==> src/rtl/dram_pkg.sv <==
package dram_pkg;
  typedef enum logic [2:0] {
    S_IDLE,   // standby, both strobes high
    S_ACT,    // row on bus, row strobe low
    S_CAS,    // column on bus, column strobe low
    S_PRE,    // both strobes high, precharge
    S_REF,    // plain refresh, row strobe only
    S_HPRE,   // hidden: row strobe high, column strobe held low
    S_HRAS    // hidden: row strobe low again with refresh row
  } seq_state_t;

  typedef enum logic [1:0] {
    AS_ROW,
    AS_COL,
    AS_REF
  } addr_sel_t;
endpackage

==> src/rtl/dram_refresh.sv <==
module dram_refresh #(
  parameter int ROW_W        = 7,
  parameter int REF_INTERVAL = 3900
) (
  input  logic             clk,
  input  logic             rst,
  input  logic             ref_done,
  output logic             ref_req,
  output logic [ROW_W-1:0] ref_row
);
  localparam int CNT_W = $clog2(REF_INTERVAL + 1);
  localparam logic [CNT_W-1:0] LAST = CNT_W'(REF_INTERVAL - 1);

  logic [CNT_W-1:0] tmr;
  logic             tick;

  assign tick = (tmr == LAST);

  always_ff @(posedge clk) begin
    if (rst) begin
      tmr <= '0;
    end else if (tick) begin
      tmr <= '0;
    end else begin
      tmr <= tmr + 1'b1;
    end
  end

  always_ff @(posedge clk) begin
    if (rst) begin
      ref_req <= 1'b0;
    end else begin
      if (ref_done) ref_req <= 1'b0;
      if (tick)     ref_req <= 1'b1;
    end
  end

  always_ff @(posedge clk) begin
    if (rst) begin
      ref_row <= '0;
    end else if (ref_done) begin
      ref_row <= ref_row + 1'b1;
    end
  end

  // the row after the last one is row zero
  p_row_wrap_r6: assert property (@(posedge clk) disable iff (rst)
    (ref_done && ref_row == {ROW_W{1'b1}}) |=> (ref_row == '0));

  // no request may still be waiting when the next one is due
  p_req_serviced_r7: assert property (@(posedge clk) disable iff (rst)
    tick |-> (!ref_req || ref_done));
endmodule

==> src/rtl/dram_addr_mux.sv <==
module dram_addr_mux
  import dram_pkg::*;
#(
  parameter int ROW_W = 7,
  parameter int COL_W = 7
) (
  input  logic             clk,
  input  logic             rst,
  input  addr_sel_t        sel_nx,
  input  logic [ROW_W-1:0] row_nx,
  input  logic [COL_W-1:0] col_nx,
  input  logic [ROW_W-1:0] ref_row,
  output logic [ROW_W-1:0] dram_a
);
  localparam int A_W = (ROW_W > COL_W) ? ROW_W : COL_W;

  logic [A_W-1:0] a_nx;

  always_comb begin
    unique case (sel_nx)
      AS_COL:  a_nx = A_W'(col_nx);
      AS_REF:  a_nx = A_W'(ref_row);
      default: a_nx = A_W'(row_nx);
    endcase
  end

  always_ff @(posedge clk) begin
    if (rst) dram_a <= '0;
    else     dram_a <= a_nx[ROW_W-1:0];
  end
endmodule

==> src/rtl/dram_seq.sv <==
module dram_seq
  import dram_pkg::*;
#(
  parameter int ROW_W    = 7,
  parameter int COL_W    = 7,
  parameter int DATA_W   = 8,
  parameter int T_RCD    = 2,
  parameter int T_CAS    = 2,
  parameter int T_RP     = 2,
  parameter int T_REFRAS = 2
) (
  input  logic                   clk,
  input  logic                   rst,
  input  logic                   bus_rd,
  input  logic                   bus_wr,
  input  logic [ROW_W+COL_W-1:0] bus_addr,
  input  logic [DATA_W-1:0]      bus_wdata,
  output logic                   bus_ready,
  output logic [DATA_W-1:0]      bus_rdata,
  input  logic                   ref_req,
  output logic                   ref_done,
  input  logic [DATA_W-1:0]      dram_dq_in,
  output logic                   dram_ras_n,
  output logic                   dram_cas_n,
  output logic                   dram_we_n,
  output logic [DATA_W-1:0]      dram_dq_out,
  output logic                   dram_dq_oe,
  output addr_sel_t              sel_nx,
  output logic [ROW_W-1:0]       row_nx,
  output logic [COL_W-1:0]       col_nx
);
  localparam int AW   = ROW_W + COL_W;
  localparam int TM1  = (T_RCD > T_CAS) ? T_RCD : T_CAS;
  localparam int TM2  = (T_RP > T_REFRAS) ? T_RP : T_REFRAS;
  localparam int TMAX = (TM1 > TM2) ? TM1 : TM2;
  localparam int CW   = $clog2(TMAX + 1);

  seq_state_t        st, st_n;
  logic [CW-1:0]     cnt, cnt_n;
  logic [AW-1:0]     addr_q, addr_nx;
  logic              wr_q, wr_nx;
  logic [DATA_W-1:0] wdata_nx;
  logic              accept, last, we_ph_nx;

  assign accept   = (st == S_IDLE) && !ref_req && (bus_rd || bus_wr);
  assign last     = (cnt == '0);
  assign addr_nx  = accept ? bus_addr : addr_q;
  assign wr_nx    = accept ? bus_wr : wr_q;
  assign wdata_nx = accept ? bus_wdata : dram_dq_out;
  assign row_nx   = addr_nx[AW-1:COL_W];
  assign col_nx   = addr_nx[COL_W-1:0];
  assign ref_done = ((st == S_REF) || (st == S_HRAS)) && last;

  always_comb begin
    st_n  = st;
    cnt_n = last ? cnt : cnt - 1'b1;
    unique case (st)
      S_IDLE: begin
        if (ref_req) begin
          st_n  = S_REF;
          cnt_n = CW'(T_REFRAS - 1);
        end else if (bus_rd || bus_wr) begin
          st_n  = S_ACT;
          cnt_n = CW'(T_RCD - 1);
        end
      end
      S_ACT: if (last) begin
        st_n  = S_CAS;
        cnt_n = CW'(T_CAS - 1);
      end
      S_CAS: if (last) begin
        st_n  = (!wr_q && ref_req) ? S_HPRE : S_PRE;
        cnt_n = CW'(T_RP - 1);
      end
      S_HPRE: if (last) begin
        st_n  = S_HRAS;
        cnt_n = CW'(T_REFRAS - 1);
      end
      S_REF, S_HRAS: if (last) begin
        st_n  = S_PRE;
        cnt_n = CW'(T_RP - 1);
      end
      S_PRE: if (last) st_n = S_IDLE;
      default: st_n = S_IDLE;
    endcase
  end

  always_comb begin
    unique case (st_n)
      S_CAS:                 sel_nx = AS_COL;
      S_REF, S_HPRE, S_HRAS: sel_nx = AS_REF;
      default:               sel_nx = AS_ROW;
    endcase
  end

  assign we_ph_nx = wr_nx && ((st_n == S_ACT) || (st_n == S_CAS));

  always_ff @(posedge clk) begin
    if (rst) begin
      st          <= S_IDLE;
      cnt         <= '0;
      addr_q      <= '0;
      wr_q        <= 1'b0;
      dram_ras_n  <= 1'b1;
      dram_cas_n  <= 1'b1;
      dram_we_n   <= 1'b1;
      dram_dq_oe  <= 1'b0;
      dram_dq_out <= '0;
      bus_ready   <= 1'b0;
      bus_rdata   <= '0;
    end else begin
      st          <= st_n;
      cnt         <= cnt_n;
      addr_q      <= addr_nx;
      wr_q        <= wr_nx;
      dram_ras_n  <= !((st_n == S_ACT) || (st_n == S_CAS) ||
                       (st_n == S_REF) || (st_n == S_HRAS));
      dram_cas_n  <= !((st_n == S_CAS) || (st_n == S_HPRE) ||
                       (st_n == S_HRAS));
      dram_we_n   <= !we_ph_nx;
      dram_dq_oe  <= we_ph_nx;
      dram_dq_out <= wdata_nx;
      bus_ready   <= (st == S_CAS) && last;
      if ((st == S_CAS) && last && !wr_q) bus_rdata <= dram_dq_in;
    end
  end

  // column strobe only falls under a low row strobe
  p_cas_under_ras_r3: assert property (@(posedge clk) disable iff (rst)
    $fell(dram_cas_n) |-> !dram_ras_n);

  // early write, enable low one clock before the column strobe falls
  p_early_we_r4: assert property (@(posedge clk) disable iff (rst)
    ($fell(dram_cas_n) && !dram_we_n) |-> $past(!dram_we_n));

  // completion is a single-clock pulse
  p_ready_pulse_r5: assert property (@(posedge clk) disable iff (rst)
    bus_ready |=> !bus_ready);

  // refresh wins over a bus request seen in idle
  p_ref_first_r8: assert property (@(posedge clk) disable iff (rst)
    (st == S_IDLE && ref_req && (bus_rd || bus_wr)) |=> (st == S_REF));

  // standby leaves both strobes high after precharge
  p_standby_r10: assert property (@(posedge clk) disable iff (rst)
    (st == S_PRE && last) |=> (dram_ras_n && dram_cas_n));
endmodule

==> src/rtl/dram_ctl.sv <==
module dram_ctl
  import dram_pkg::*;
#(
  parameter int ROW_W        = 7,
  parameter int COL_W        = 7,
  parameter int DATA_W       = 8,
  parameter int T_RCD        = 2,
  parameter int T_CAS        = 2,
  parameter int T_RP         = 2,
  parameter int T_REFRAS     = 2,
  parameter int REF_INTERVAL = 3900
) (
  input  logic                   clk,
  input  logic                   rst,
  input  logic                   bus_rd,
  input  logic                   bus_wr,
  input  logic [ROW_W+COL_W-1:0] bus_addr,
  input  logic [DATA_W-1:0]      bus_wdata,
  output logic                   bus_ready,
  output logic [DATA_W-1:0]      bus_rdata,
  output logic [ROW_W-1:0]       dram_a,
  output logic                   dram_ras_n,
  output logic                   dram_cas_n,
  output logic                   dram_we_n,
  output logic [DATA_W-1:0]      dram_dq_out,
  output logic                   dram_dq_oe,
  input  logic [DATA_W-1:0]      dram_dq_in
);
  logic             ref_req, ref_done;
  logic [ROW_W-1:0] ref_row;
  addr_sel_t        sel_nx;
  logic [ROW_W-1:0] row_nx;
  logic [COL_W-1:0] col_nx;

  dram_refresh #(.ROW_W(ROW_W), .REF_INTERVAL(REF_INTERVAL)) u_ref (
    .clk(clk), .rst(rst), .ref_done(ref_done),
    .ref_req(ref_req), .ref_row(ref_row)
  );

  dram_seq #(
    .ROW_W(ROW_W), .COL_W(COL_W), .DATA_W(DATA_W), .T_RCD(T_RCD),
    .T_CAS(T_CAS), .T_RP(T_RP), .T_REFRAS(T_REFRAS)
  ) u_seq (
    .clk(clk), .rst(rst), .bus_rd(bus_rd), .bus_wr(bus_wr),
    .bus_addr(bus_addr), .bus_wdata(bus_wdata), .bus_ready(bus_ready),
    .bus_rdata(bus_rdata), .ref_req(ref_req), .ref_done(ref_done),
    .dram_dq_in(dram_dq_in), .dram_ras_n(dram_ras_n),
    .dram_cas_n(dram_cas_n), .dram_we_n(dram_we_n),
    .dram_dq_out(dram_dq_out), .dram_dq_oe(dram_dq_oe),
    .sel_nx(sel_nx), .row_nx(row_nx), .col_nx(col_nx)
  );

  dram_addr_mux #(.ROW_W(ROW_W), .COL_W(COL_W)) u_mux (
    .clk(clk), .rst(rst), .sel_nx(sel_nx), .row_nx(row_nx),
    .col_nx(col_nx), .ref_row(ref_row), .dram_a(dram_a)
  );

  // a row strobe fall under a low column strobe carries the refresh row
  p_hidden_row_r9: assert property (@(posedge clk) disable iff (rst)
    ($fell(dram_ras_n) && !dram_cas_n) |-> (dram_a == $past(ref_row)));
endmodule

==> config.mk <==
export PLATFORM = sky130hd
export DESIGN_NAME = dram_ctl
export DESIGN_NICKNAME = d
export VERILOG_FILES = /design/src/rtl/dram_pkg.sv /design/src/rtl/dram_refresh.sv /design/src/rtl/dram_addr_mux.sv /design/src/rtl/dram_seq.sv /design/src/rtl/dram_ctl.sv
export SDC_FILE = /design/constraint.sdc
export NUM_CORES = 1
export LEC_CHECK = 0
export BUFFER_PORTS_ARGS = -buffer_cell sky130_fd_sc_hd__buf_2
export CAP_MARGIN = 15
export CORE_MARGIN = 2
export CORE_UTILIZATION = 40
export CTS_CLUSTER_SIZE = 24
export DETAILED_ROUTE_END_ITERATION = 8
export GPL_TIMING_DRIVEN = 1
export HOLD_SLACK_MARGIN = 0.12
export PLACE_DENSITY_LB_ADDON = 0.3
export SYNTH_ARGS = -nofsm -noshare
export SYNTH_HDL_FRONTEND = slang
export SYNTH_SLANG_ARGS = --single-unit
==> constraint.sdc <==
create_clock -name clk -period 2.9 [get_ports clk]
set_input_delay 0.58 -clock clk [delete_from_list [all_inputs] [get_ports clk]]
set_output_delay 0.58 -clock clk [all_outputs]
set_load 0.005 [all_outputs]
==> qor.csv, run 1 <==
stage;metric;value;unit
outcome;outcome;complete, no violations;
timing;slew_headroom;61.5;%
timing;hold_ws;0.445;ns
clock_tree;cts.path.max_buffers;2;
power_and_ir_drop;pwr-share-seq;37.0;%
timing;fin_crit_sh;81.3;%
global_routing;grt_use_total;16.0;%
clock_tree;post_cts_resize_count;0;
clock_tree;cts_buffers;9;
yosys;syn_avg_cell_area;9.37;um2
timing;setup_ws;0.541;ns
worst_setup_path;rr_endpoint;u_mux.dram_a[1]$_SDFF_PP0_;
global_routing;grt_start_max_net_pins;30;
clock_tree;insertion_delay;0.35;ns
min_path;hold_path_class;reg2reg;
die;start_util;41.6;%
worst_setup_path;startpoint_type;register;
die;core-area;6870;um2
clock_tree;clk_pin_slew;0.07;ns
global_routing;overflow;0;
placed_design;port_buffers;61;
detailed_routing;detail-route-antenna-nets;0;
global_routing;grt_antenna_before_repair;0;
global_routing;grt_pass1_wl;9580;um
yosys;yosysWarnings;0;
placed_design;place_hpwl;4160;um
timing;finalSetupViolations;0;
detailed_routing;drt-wirelength-per-cell;12.6;um
die;die_w;88.5;um
power_and_ir_drop;switching_share;33.2;%
timing;timing.fmax;424;MHz
yosys;syn-num-nets;346;
yosys;ys_ff_latch;68;
power_and_ir_drop;power_frac_clock;26.7;%
detailed_routing;drc_errors;0;
detailed_routing;drtIter0Drc;82;
power_and_ir_drop;power.density;941;nW/um2
global_routing;grt_pass1_vias;2052;
detailed_routing;routed_wl;5900;um
worst_setup_path;crit_arrival;2.60;ns
power_and_ir_drop;combPwrFrac;36.3;%
yosys;synthCells;305;
final_layout;final_nets;407;
worst_setup_path;r2r_start;u_seq.st[0]$_SDFF_PP0_;
worst_setup_path;required;3.14;ns
power_and_ir_drop;p_leak;0.00150;uW
worst_setup_path;ff2ff_path_depth;8;
clock_tree;htree_levels;3;
timing;fin_tns_setup;0;ns
detailed_routing;vias;2275;
timing;worst_slew_pin_slew;0.578;ns
timing;fin_skew;0.00868;ns
placed_design;pre_cts_slack;0.548;ns
die;die-area;7840;um2
clock_tree;postCtsSetupBuffers;0;
placed_design;gp_congestion;0.827;
power_and_ir_drop;p_sw;1080;uW
yosys;ys_seq_area_share;47.6;%
job;cap_violations;0;
detailed_routing;first_pass_iters;4;
worst_setup_path;cp_max_fo;22;
clock_tree;ctsRootBufferMaster;clkbuf_8;
timing;period_minus_slack;2.36;ns
yosys;syn_area;2860;um2
final_layout;utilization;50.3;%
final_layout;drive_gt1_share;26.7;%
clock_tree;clock-sinks;68;
worst_setup_path;crit_end;u_mux.dram_a[1]$_SDFF_PP0_;
timing;rsz0062_at_grt;no;
worst_setup_path;crit_path_start;u_seq.st[0]$_SDFF_PP0_;
worst_setup_path;criticalPathCategory;reg2reg;
worst_setup_path;r2r_slack;0.54;ns
die;boundaryPins;62;
clock_tree;hold_buffers;0;
worst_setup_path;endpoint_kind;register;
power_and_ir_drop;power.internal;2170;uW
die;die_h;88.5;um
yosys;synth.distinct_cells;48;
timing;slew_violations;0;
clock_tree;cts_tree;yes;
power_and_ir_drop;irDropWorstVdd;0.291;mV
final_layout;area_delta_synth_final;21.0;%
timing;hold_viol_final;0;
die;row_count;30;
detailed_routing;viasPerCell;4.87;
final_layout;n_antenna_cell;0;
==> Yosys cell counts (all sizes together) <==
library cell / number / area share [%]
nand4: 2 / 0.44
nor3: 5 / 0.88
nor4bb: 1 / 0.35
o22a: 1 / 0.31
and4: 3 / 1.0
nor3b: 2 / 0.92
and3: 2 / 0.44
or3b: 1 / 0.31
nand2: 24 / 3.2
a21o: 1 / 0.26
or2: 2 / 0.44
a22oi: 8 / 2.3
nor4: 1 / 0.22
mux2i: 23 / 8.1
buf: 9 / 2.2
and2: 1 / 0.22
xor2: 10 / 3.1
nor2b: 4 / 1.1
o21ai: 11 / 2.1
nand3b: 1 / 0.26
or3: 1 / 0.22
nand3: 7 / 1.2
and2b: 1 / 0.26
nor2: 55 / 7.4
dfxtp: 68 / 48
ha: 7 / 3.1
nand2b: 2 / 0.44
a21oi: 20 / 3.5
nor4b: 1 / 0.31
o221a: 7 / 2.8
xnor2: 6 / 1.8
o21a: 1 / 0.26
clkbuf: 7 / 0.92
o221ai: 1 / 0.31
o311a: 1 / 0.74
inv: 7 / 0.92
a211oi: 1 / 0.26
==> layer usage <==
layer  vias to the layer above  track usage [%]  wire [um]
met5                         -                0          0
met2                        62             24.1       2630
li1                       1165                -          -
met4                         0             7.58         70
met1                      1040             21.2       2890
met3                         8             4.57        314
==> layout make-up <==
cell class / instances / area (um2)
Clock inverter: 6 / 87.6
Inverter: 7 / 26.3
Multi-Input combinational cell: 214 / 1380
Fill cell: 678 / 3410
Tap cell: 96 / 120
Timing Repair Buffer: 66 / 343
Sequential cell: 68 / 1360
Clock buffer: 10 / 138
==> registers in the layout, summed over array words and instances (netlist names) <==
signal / cells
u_seq.wr_q: 1
u_seq.dram_we_n: 1
u_seq.addr_q: 14
u_seq.bus_rdata: 8
u_mux.dram_a: 7
u_ref.ref_row: 7
u_seq.dram_dq_oe: 1
u_seq.dram_cas_n: 1
u_seq.dram_ras_n: 1
u_ref.ref_req: 1
u_seq.bus_ready: 1
u_seq.cnt: 2
u_seq.dram_dq_out: 8
u_ref.tmr: 12
u_seq.st: 3
==> placed cells by master, fill, tap and decap left out, types with 2 or more instances in the layout <==
master       n
dfxtp_1     68
nor2b_1      3
nor2_2       2
bufinv_16    2
nand2b_1     2
o21ai_1      3
and3_1       2
ha_1         7
mux2i_1     23
buf_4        5
nand4_1      2
o21ai_0      7
a21oi_1     20
clkinvlp_4   3
nand3_1      7
xor2_1      10
and4_1       2
buf_2       61
nor3_1       5
clkbuf_8    10
inv_1        7
nand2_1     24
o221a_2      7
a22oi_1      7
nor2_1      53
xnor2_1      6
==> cells by family after synthesis <==
logic type	Yosys count	synth area share (%)
muxes	23	8.05
AOI/OAI and AO/OA	52	12.7
DFF	68	47.6
xor gates and xnor gates	16	4.90
adders and majority gates	7	3.06
and+or+nand+nor	116	19.6
buffers and inverters	23	4.03
==> through the flow <==
step	instances	instance area, um2	total power [uW]
6_report	467	3460	3250
5_1_grt	467	3460	3470
4_1_cts	467	3460	3280
3_5_place_dp	451	3230	2400
3_3_place_gp	451	3230	2370
2_1_floorplan	305	2860	2170
==> power by group through the flow <==
stage	Clock (uW)	Combinational (uW)	Sequential (uW)
global placement	0	1140	1220
detailed placement	0	1180	1220
CTS	891	1190	1200
global route	930	1320	1220
floorplan	0	954	1210
finish	870	1180	1200
==> worst min path at each step <==
| stage | from | end | cells past startpoint |
|---|---|---|---|
| floorplan | u_ref.tmr[0]$_SDFF_PP0_ | u_ref.tmr[0]$_SDFF_PP0_ | 1 |
| global placement | u_ref.tmr[0]$_SDFF_PP0_ | u_ref.tmr[0]$_SDFF_PP0_ | 1 |
| detailed placement | u_ref.tmr[0]$_SDFF_PP0_ | u_ref.tmr[0]$_SDFF_PP0_ | 1 |
| CTS | u_ref.tmr[0]$_SDFF_PP0_ | u_ref.tmr[0]$_SDFF_PP0_ | 1 |
| global route | bus_wdata[4] | u_seq.dram_dq_out[4]$_SDFFE_PP0P_ | 3 |
| finish | u_ref.tmr[0]$_SDFF_PP0_ | u_ref.tmr[0]$_SDFF_PP0_ | 1 |
==> worst max-delay path, cell delays in order, from the launching register on <==
cell and delay (ns):
dfxtp_1 0.37, inv_1 0.10, ha_1 0.26, nor3b_4 0.32
o21a_1 0.16, buf_4 0.29, mux2i_1 0.33, a22oi_1 0.13
o221a_2 0.26
Note: power is estimated with default switching activity, not from simulation.
==> run 2, diff against run 1 <==
Settings changed: ABC_AREA set to 1.
Clock period 2.9 ns to 2.3 ns, I/O delays scaled along.
==> run 2 against run 1 <==
Clock power up 37%. Non-clock buffer count fell by 1. Cell area increased by 6.3%. Via count grew 21%. Combinational power fell by 22%. Critical path depth grew 4. Core utilization down 0.20 points. Wire length is 11% higher. Largest power group unchanged. Highest routed layer unchanged. Register-to-register slack got worse by 0.30 ns. Global-route usage is 0.44 points higher. Fmax up 15%.
==> qor.csv, run 2 <==
stage;metric;value;unit;change
die;die_h;91.3;um;+3.1%
yosys;synth_common_cells;dfxtp_1 (68), nand2_1 (67), nor2_1 (43);;
timing;worst_slew_pin_slew;0.368;ns;-0.209 ns
yosys;synth-edff-count;0;;unchanged
clock_tree;hold_buffers;0;;unchanged
yosys;yosysWarnings;0;;unchanged
detailed_routing;drt-wirelength-per-cell;11.5;um;-9.1%
global_routing;grt_antenna_before_repair;0;;unchanged
global_routing;grt_use_total;16.4;%;+0.44 points
yosys;post_synth_mux_area_share;0;%;-8.1 points
clock_tree;ctsRootBufferMaster;clkbuf_8;;
timing;slew_violations;0;;unchanged
yosys;synth_top_area_share;44.7;%;-2.9 points
clock_tree;cts.path.max_buffers;2;;unchanged
clock_tree;cts_tree;yes;;
timing;fin_skew;0.0142;ns;+0.00549 ns
worst_setup_path;cp_max_fo;7;;-68%
placed_design;port_buffers;61;;unchanged
worst_setup_path;endpoint_kind;register;;
clock_tree;insertion_delay;0.35;ns;about the same
final_layout;area_delta_synth_final;20.7;%;
yosys;ys_seq_area_share;44.7;%;-2.9 points
yosys;syn_avg_cell_area;7.58;um2;-19%
final_layout;top_register;u_seq.addr_q;;
die;row_count;31;;+3.3%
timing;slew_headroom;75.4;%;+14 points
worst_setup_path;crit_end;u_mux.dram_a[6]$_SDFF_PP0_;;
yosys;synth_compound_area_share;13.1;%;+0.33 points
die;die_w;91.3;um;+3.1%
timing;rsz0062_at_grt;no;;
job;cap_violations;0;;unchanged
final_layout;final_cell_mix;dfxtp_1 (68), nand2_1 (67), buf_2 (61), nor2_1 (43), inv_1 (42);;
clock_tree;clk_pin_slew;0.08;ns;about the same
power_and_ir_drop;finalPower;3520;uW;+8.3%
global_routing;grt_start_max_net_pins;31;;+3.3%
final_layout;reg_top3;u_seq.addr_q (14), u_ref.tmr (12);;
detailed_routing;drtIter0Drc;79;;-3.7%
detailed_routing;vias;2743;;+21%
detailed_routing;detail-route-antenna-nets;0;;unchanged
timing;finalSetupViolations;0;;unchanged
detailed_routing;routed_wl;6550;um;+11%
yosys;syn-num-nets;443;;+28%
clock_tree;htree_levels;3;;unchanged
timing;hold_viol_final;0;;unchanged
timing;period_minus_slack;2.06;ns;-0.300 ns
timing;timing.fmax;486;MHz;+15%
worst_setup_path;rr_endpoint;u_mux.dram_a[6]$_SDFF_PP0_;;
clock_tree;cts_buffers;9;;unchanged
clock_tree;clock-sinks;68;;unchanged
yosys;synth_xor_area_share;1.44;%;-3.5 points
die;start_util;41.5;%;-0.078 points
clock_tree;postCtsSetupBuffers;0;;unchanged
yosys;synth_largest_area_cell;dfxtp_1;;
min_path;hold_path_class;in2reg;;
global_routing;grt_pass1_wl;11100;um;+16%
detailed_routing;drc_errors;0;;unchanged
worst_setup_path;r2r_slack;0.24;ns;-0.30 ns
yosys;syn_area;3050;um2;+6.5%
yosys;synth-simple-area-share;29.7;%;+10 points
die;boundaryPins;62;;unchanged
yosys;synth.distinct_cells;33;;-31%
final_layout;n_antenna_cell;0;;unchanged
yosys;synth_top_family_by_area;simple AND/OR/NAND/NOR gates;;
outcome;outcome;complete, no violations;;
clock_tree;post_cts_resize_count;0;;unchanged
timing;fin_crit_sh;89.5;%;+8.2 points
yosys;synthAdderAreaFrac;2.88;%;-0.19 points
power_and_ir_drop;irDropWorstVdd;0.360;mV;+24%
power_and_ir_drop;power.density;959;nW/um2;+1.9%
die;die-area;8330;um2;+6.2%
yosys;ys_top_cells_by_area;dfxtp_1 (45%), nand2_1 (8.3%), a21oi_1 (6.4%), nand3_1 (5.6%), nor2_1 (5.3%);;
final_layout;drive_gt1_share;24.6;%;-2.1 points
power_and_ir_drop;p_leak;0.00167;uW;+12%
yosys;async_flop_share;0;%;unchanged
placed_design;place_hpwl;4740;um;+14%
yosys;ys_ff_latch;68;;unchanged
worst_setup_path;criticalPathCategory;reg2reg;;
worst_setup_path;ff2ff_path_depth;12;;+4
yosys;synth_most_common_cell;dfxtp_1;;
die;core-area;7330;um2;+6.7%
detailed_routing;first_pass_iters;4;;unchanged
global_routing;overflow;0;;unchanged
placed_design;gp_congestion;0.847;;+2.4%
worst_setup_path;r2r_start;u_seq.st[0]$_SDFF_PP0_;;
yosys;synthCells;402;;+32%
final_layout;fillCellCount;740;;+9.1%
detailed_routing;viasPerCell;4.81;;-1.2%
worst_setup_path;required;2.56;ns;-0.58 ns
worst_setup_path;crit_arrival;2.32;ns;-0.28 ns
worst_setup_path;startpoint_type;register;;
worst_setup_path;crit_path_start;u_seq.st[0]$_SDFF_PP0_;;
timing;fin_tns_setup;0;ns;unchanged
final_layout;final_nets;507;;+25%
global_routing;grt_pass1_vias;2590;;+26%
yosys;ys.flop_type;dfxtp_1;;
final_layout;final_common_cell;dfxtp_1;;
final_layout;largest_register_ffs;14;;unchanged
run 2: changes by cell type after synthesis, moves of 6 or more:
cell	delta
nand2_2	+8
mux2i_1	-23
nor2_1	-10
a22oi_1	-7
nand2_1	+43
o21ai_0	+20
inv_2	+6
a21oi_1	+19
nand3_1	+27
o221a_2	-7
inv_1	+35
xor2_1	-7
run 2: where the power goes:
part           switching, uW  internal, uW
sequential              66.1          1350
clock                    467           722
combinational            581           340
total                   1110          2410
run 2: layout make-up:
class / count / area (um2) / share of cell area [%]
Clock inverter: 6 / 113 / 3.06
Inverter: 48 / 180 / 4.90
Timing Repair Buffer: 65 / 335 / 9.12
Sequential cell: 68 / 1360 / 37.0
Multi-Input combinational cell: 274 / 1440 / 39.0
Clock buffer: 10 / 128 / 3.47
Tap cell: 99 / 124 / 3.37
run 2: worst min path at each step:
stage                                          startpoint                                 to  slack [ns]  depth (start not counted)
after floorplan                   u_ref.tmr[0]$_SDFF_PP0_            u_ref.tmr[0]$_SDFF_PP0_        0.42                          1
after global placement    u_seq.bus_rdata[4]$_SDFFE_PP0P_    u_seq.bus_rdata[4]$_SDFFE_PP0P_        0.43                          2
after detailed placement  u_seq.bus_rdata[4]$_SDFFE_PP0P_    u_seq.bus_rdata[4]$_SDFFE_PP0P_        0.43                          2
after CTS                                    bus_wdata[2]  u_seq.dram_dq_out[2]$_SDFFE_PP0P_        0.36                          3
after global routing                         bus_wdata[0]  u_seq.dram_dq_out[0]$_SDFFE_PP0P_        0.37                          3
final                                        bus_wdata[2]  u_seq.dram_dq_out[2]$_SDFFE_PP0P_        0.36                          3
run 2: worst max-delay path, cell delays in order, from the launching register on:
cell and delay [ns]:
dfxtp_1 0.47, inv_1 0.11, ha_1 0.27, nand2_1 0.15
nand3_1 0.10, nand2_1 0.08, nand2_2 0.08, nor2_4 0.21
nor2_2 0.07, nor2_4 0.17, nand3_1 0.13, nand2_1 0.08
inv_1 0.04
run 2: kinds of logic after synthesis:
logic type | after synthesis
and+or+nand+nor | 186
AOI/OAI and AO/OA | 76
DFF | 68
buffers and inverters | 60
adders and majority gates | 7
xor gates and xnor gates | 5
run 2: metal layers:
layer / part of all wire, % / vias up / global-route usage [%]
li1: - / 1427 / -
met4: 1.9 / 0 / 8.08
met3: 5.2 / 13 / 4.81
met5: 0 / - / 0
met1: 47 / 1230 / 19.8
met2: 46 / 73 / 26.7
run 2: per-stage QoR:
step                      std cells  hold slack, ns  setup WS [ns]  utilization [%]  instance area (um2)
after floorplan                 402           0.418          0.556                -                 3050
after global placement          554           0.427          0.323             46.9                 3440
after detailed placement        554           0.434          0.253             46.9                 3440
after CTS                       570           0.358          0.247             50.1                 3680
after global routing            570           0.365         0.0237             50.1                 3680
final                           570           0.362          0.241             50.1                 3680
==> run 3, diff against run 2 <==
Settings changed: PLACE_DENSITY set to 0.63, PLACE_DENSITY_LB_ADDON 0.3 to not set.
==> run 3 against run 2 <==
Fmax rose by 0.11%. First-iteration DRC count decreased by 3.8%. Clock skew decreased by 0.0052 ns. Worst setup slack improved by 0.0022 ns. Core utilization is 0.43 points lower. Global-route usage down 0.097 points. Count of clock-buffer cells in the layout increased by 1. Highest routed layer unchanged.
==> qor.csv, run 3 (same netlist as run 2, synthesis figures left out) <==
stage;metric;value;unit;change
detailed_routing;drtIter0Drc;76;;-3.8%
clock_tree;htree_levels;3;;unchanged
die;die-area;8330;um2;unchanged
clock_tree;cts_buffers;9;;unchanged
final_layout;utilization;49.7;%;-0.43 points
power_and_ir_drop;power.density;910;nW/um2;-5.1%
detailed_routing;vias;2644;;-3.6%
timing;hold_ws;0.371;ns;+0.00883 ns
outcome;outcome;complete, no violations;;
power_and_ir_drop;switching_share;32.8;%;+1.2 points
clock_tree;post_cts_resize_count;0;;unchanged
final_layout;seqCellArea;1360;um2;unchanged
die;die_w;91.3;um;unchanged
die;start_util;41.5;%;unchanged
clock_tree;hold_buffers;0;;unchanged
clock_tree;insertion_delay;0.34;ns;about the same
clock_tree;cts_tree;yes;;
detailed_routing;routed_wl;6400;um;-2.2%
clock_tree;clk_pin_slew;0.08;ns;about the same
die;die_h;91.3;um;unchanged
timing;timing.fmax;486;MHz;+0.11%
final_layout;n_antenna_cell;0;;unchanged
die;core-area;7330;um2;unchanged
final_layout;reg_top3;u_seq.addr_q (14), u_ref.tmr (12);;
power_and_ir_drop;p_sw;1090;uW;-2.2%
final_layout;area_delta_synth_final;19.7;%;
timing;rsz0062_at_grt;no;;
detailed_routing;drc_errors;0;;unchanged
clock_tree;cts.path.max_buffers;2;;unchanged
final_layout;final_common_cell;dfxtp_1;;
placed_design;port_buffers;61;;unchanged
timing;fin_skew;0.00899;ns;-0.00517 ns
power_and_ir_drop;irDropWorstVdd;0.262;mV;-27%
timing;fin_crit_sh;89.4;%;-0.095 points
power_and_ir_drop;p_leak;0.00165;uW;-0.94%
clock_tree;postCtsSetupBuffers;0;;unchanged
timing;slew_headroom;74.3;%;-1.1 points
min_path;hold_path_class;in2reg;;
final_layout;top_register;u_seq.addr_q;;
timing;fin_tns_setup;0;ns;unchanged
global_routing;grt_pass1_wl;11000;um;-0.81%
placed_design;gp_congestion;0.819;;-3.3%
timing;worst_slew_pin_slew;0.385;ns;+0.0165 ns
clock_tree;clock-sinks;68;;unchanged
global_routing;overflow;0;;unchanged
global_routing;grt_pass1_vias;2522;;-2.6%
worst_setup_path;startpoint_type;register;;
final_layout;multi_input_area;1440;um2;unchanged
job;cap_violations;0;;unchanged
final_layout;final_cell_mix;dfxtp_1 (68), nand2_1 (67), buf_2 (61), nor2_1 (43), inv_1 (42);;
worst_setup_path;crit_arrival;2.30;ns;-0.02 ns
worst_setup_path;endpoint_kind;register;;
final_layout;final_nets;508;;+0.20%
power_and_ir_drop;pwr-share-seq;42.7;%;+2.6 points
timing;finalSetupViolations;0;;unchanged
final_layout;largest_register_ffs;14;;unchanged
timing;period_minus_slack;2.06;ns;-0.00219 ns
detailed_routing;drt-wirelength-per-cell;11.2;um;-2.4%
die;boundaryPins;62;;unchanged
detailed_routing;viasPerCell;4.63;;-3.8%
detailed_routing;first_pass_iters;6;;+2
clock_tree;ctsRootBufferMaster;clkbuf_8;;
timing;slew_violations;0;;unchanged
timing;hold_viol_final;0;;unchanged
detailed_routing;detail-route-antenna-nets;0;;unchanged
final_layout;drive_gt1_share;24.8;%;+0.16 points
die;row_count;31;;unchanged
power_and_ir_drop;power_frac_clock;29.6;%;-4.1 points
worst_setup_path;required;2.54;ns;-0.02 ns
global_routing;grt_start_max_net_pins;31;;unchanged
worst_setup_path;criticalPathCategory;reg2reg;;
placed_design;dp_cells;555;;+0.18%
worst_setup_path;cp_max_fo;7;;unchanged
global_routing;grt_use_total;16.3;%;-0.097 points
power_and_ir_drop;combPwrFrac;27.8;%;+1.7 points
power_and_ir_drop;power.internal;2230;uW;-7.6%
final_layout;stdcell_count;571;;+0.18%
placed_design;place_hpwl;4770;um;+0.72%
final_layout;fillCellCount;747;;+0.95%
global_routing;grt_antenna_before_repair;0;;unchanged
[run 3: cell types whose count changed in the layout (fill, tap and decap cells not counted), sizes merged]
cell      before  now
bufinv         3    1
buf           65   66
clkbuf        10   11
clkinv         3    2
clkinvlp       0    1
inv           48   49
[run 3: layer usage]
layer | vias to the layer above | share of wire, % | wire, um | global-route usage (%)
li1 | 1422 | - | - | -
met1 | 1153 | 50 | 3180 | 20.5
met2 | 62 | 45 | 2850 | 27.2
met3 | 7 | 4.4 | 283 | 3.73
met4 | 0 | 1.4 | 91 | 6.44
met5 | - | 0 | 0 | 0
[run 3: layout make-up]
class | instances | area share, %
clock inverters | 5 | 1.65
multi-input cells | 274 | 39.4
flip-flops and latches | 68 | 37.3
well taps | 99 | 3.40
repair buffers | 66 | 9.41
clock buffers | 11 | 3.88
inverters | 48 | 4.94
[run 3: worst paths after layout]
path / startpoint / endpoint / slack, ns / cells after the start
max reg2reg: u_seq.st[0]$_SDFF_PP0_ / u_mux.dram_a[0]$_SDFF_PP0_ / 0.24 / 12
min: bus_wdata[6] / u_seq.dram_dq_out[6]$_SDFFE_PP0P_ / 0.37 / 3
min reg2reg: u_seq.bus_rdata[3]$_SDFFE_PP0P_ / u_seq.bus_rdata[3]$_SDFFE_PP0P_ / 0.44 / 2
max: u_seq.st[0]$_SDFF_PP0_ / u_mux.dram_a[0]$_SDFF_PP0_ / 0.24 / 12
[run 3: worst max-delay path, stage by stage, from the launching register on]
cell and delay, ns:
dfxtp_1 0.47, inv_1 0.10, ha_1 0.26, nand2_1 0.13, nand2_2 0.08, nand2_1 0.07, nand2_2 0.05, a21oi_1 0.32
nand2_1 0.16, nand2_4 0.14, a21oi_1 0.08, nand2_1 0.08, inv_1 0.03
[run 3: power groups by stage]
stage          logic, uW  clock network (uW)  registers (uW)
2_1_floorplan        661                   0            1450
3_3_place_gp         917                   0            1440
3_5_place_dp         922                   0            1440
4_1_cts              928                1010            1420
5_1_grt             1040                1070            1430
6_report             921                 981            1420
[run 3: stage by stage]
stage / cell area [um2] / power, uW / setup slack (ns)
2_1_floorplan: 3050 / 2110 / 0.556
3_3_place_gp: 3440 / 2360 / 0.282
3_5_place_dp: 3440 / 2370 / 0.236
4_1_cts: 3640 / 3350 / 0.242
5_1_grt: 3640 / 3550 / 0.0226
6_report: 3640 / 3320 / 0.244
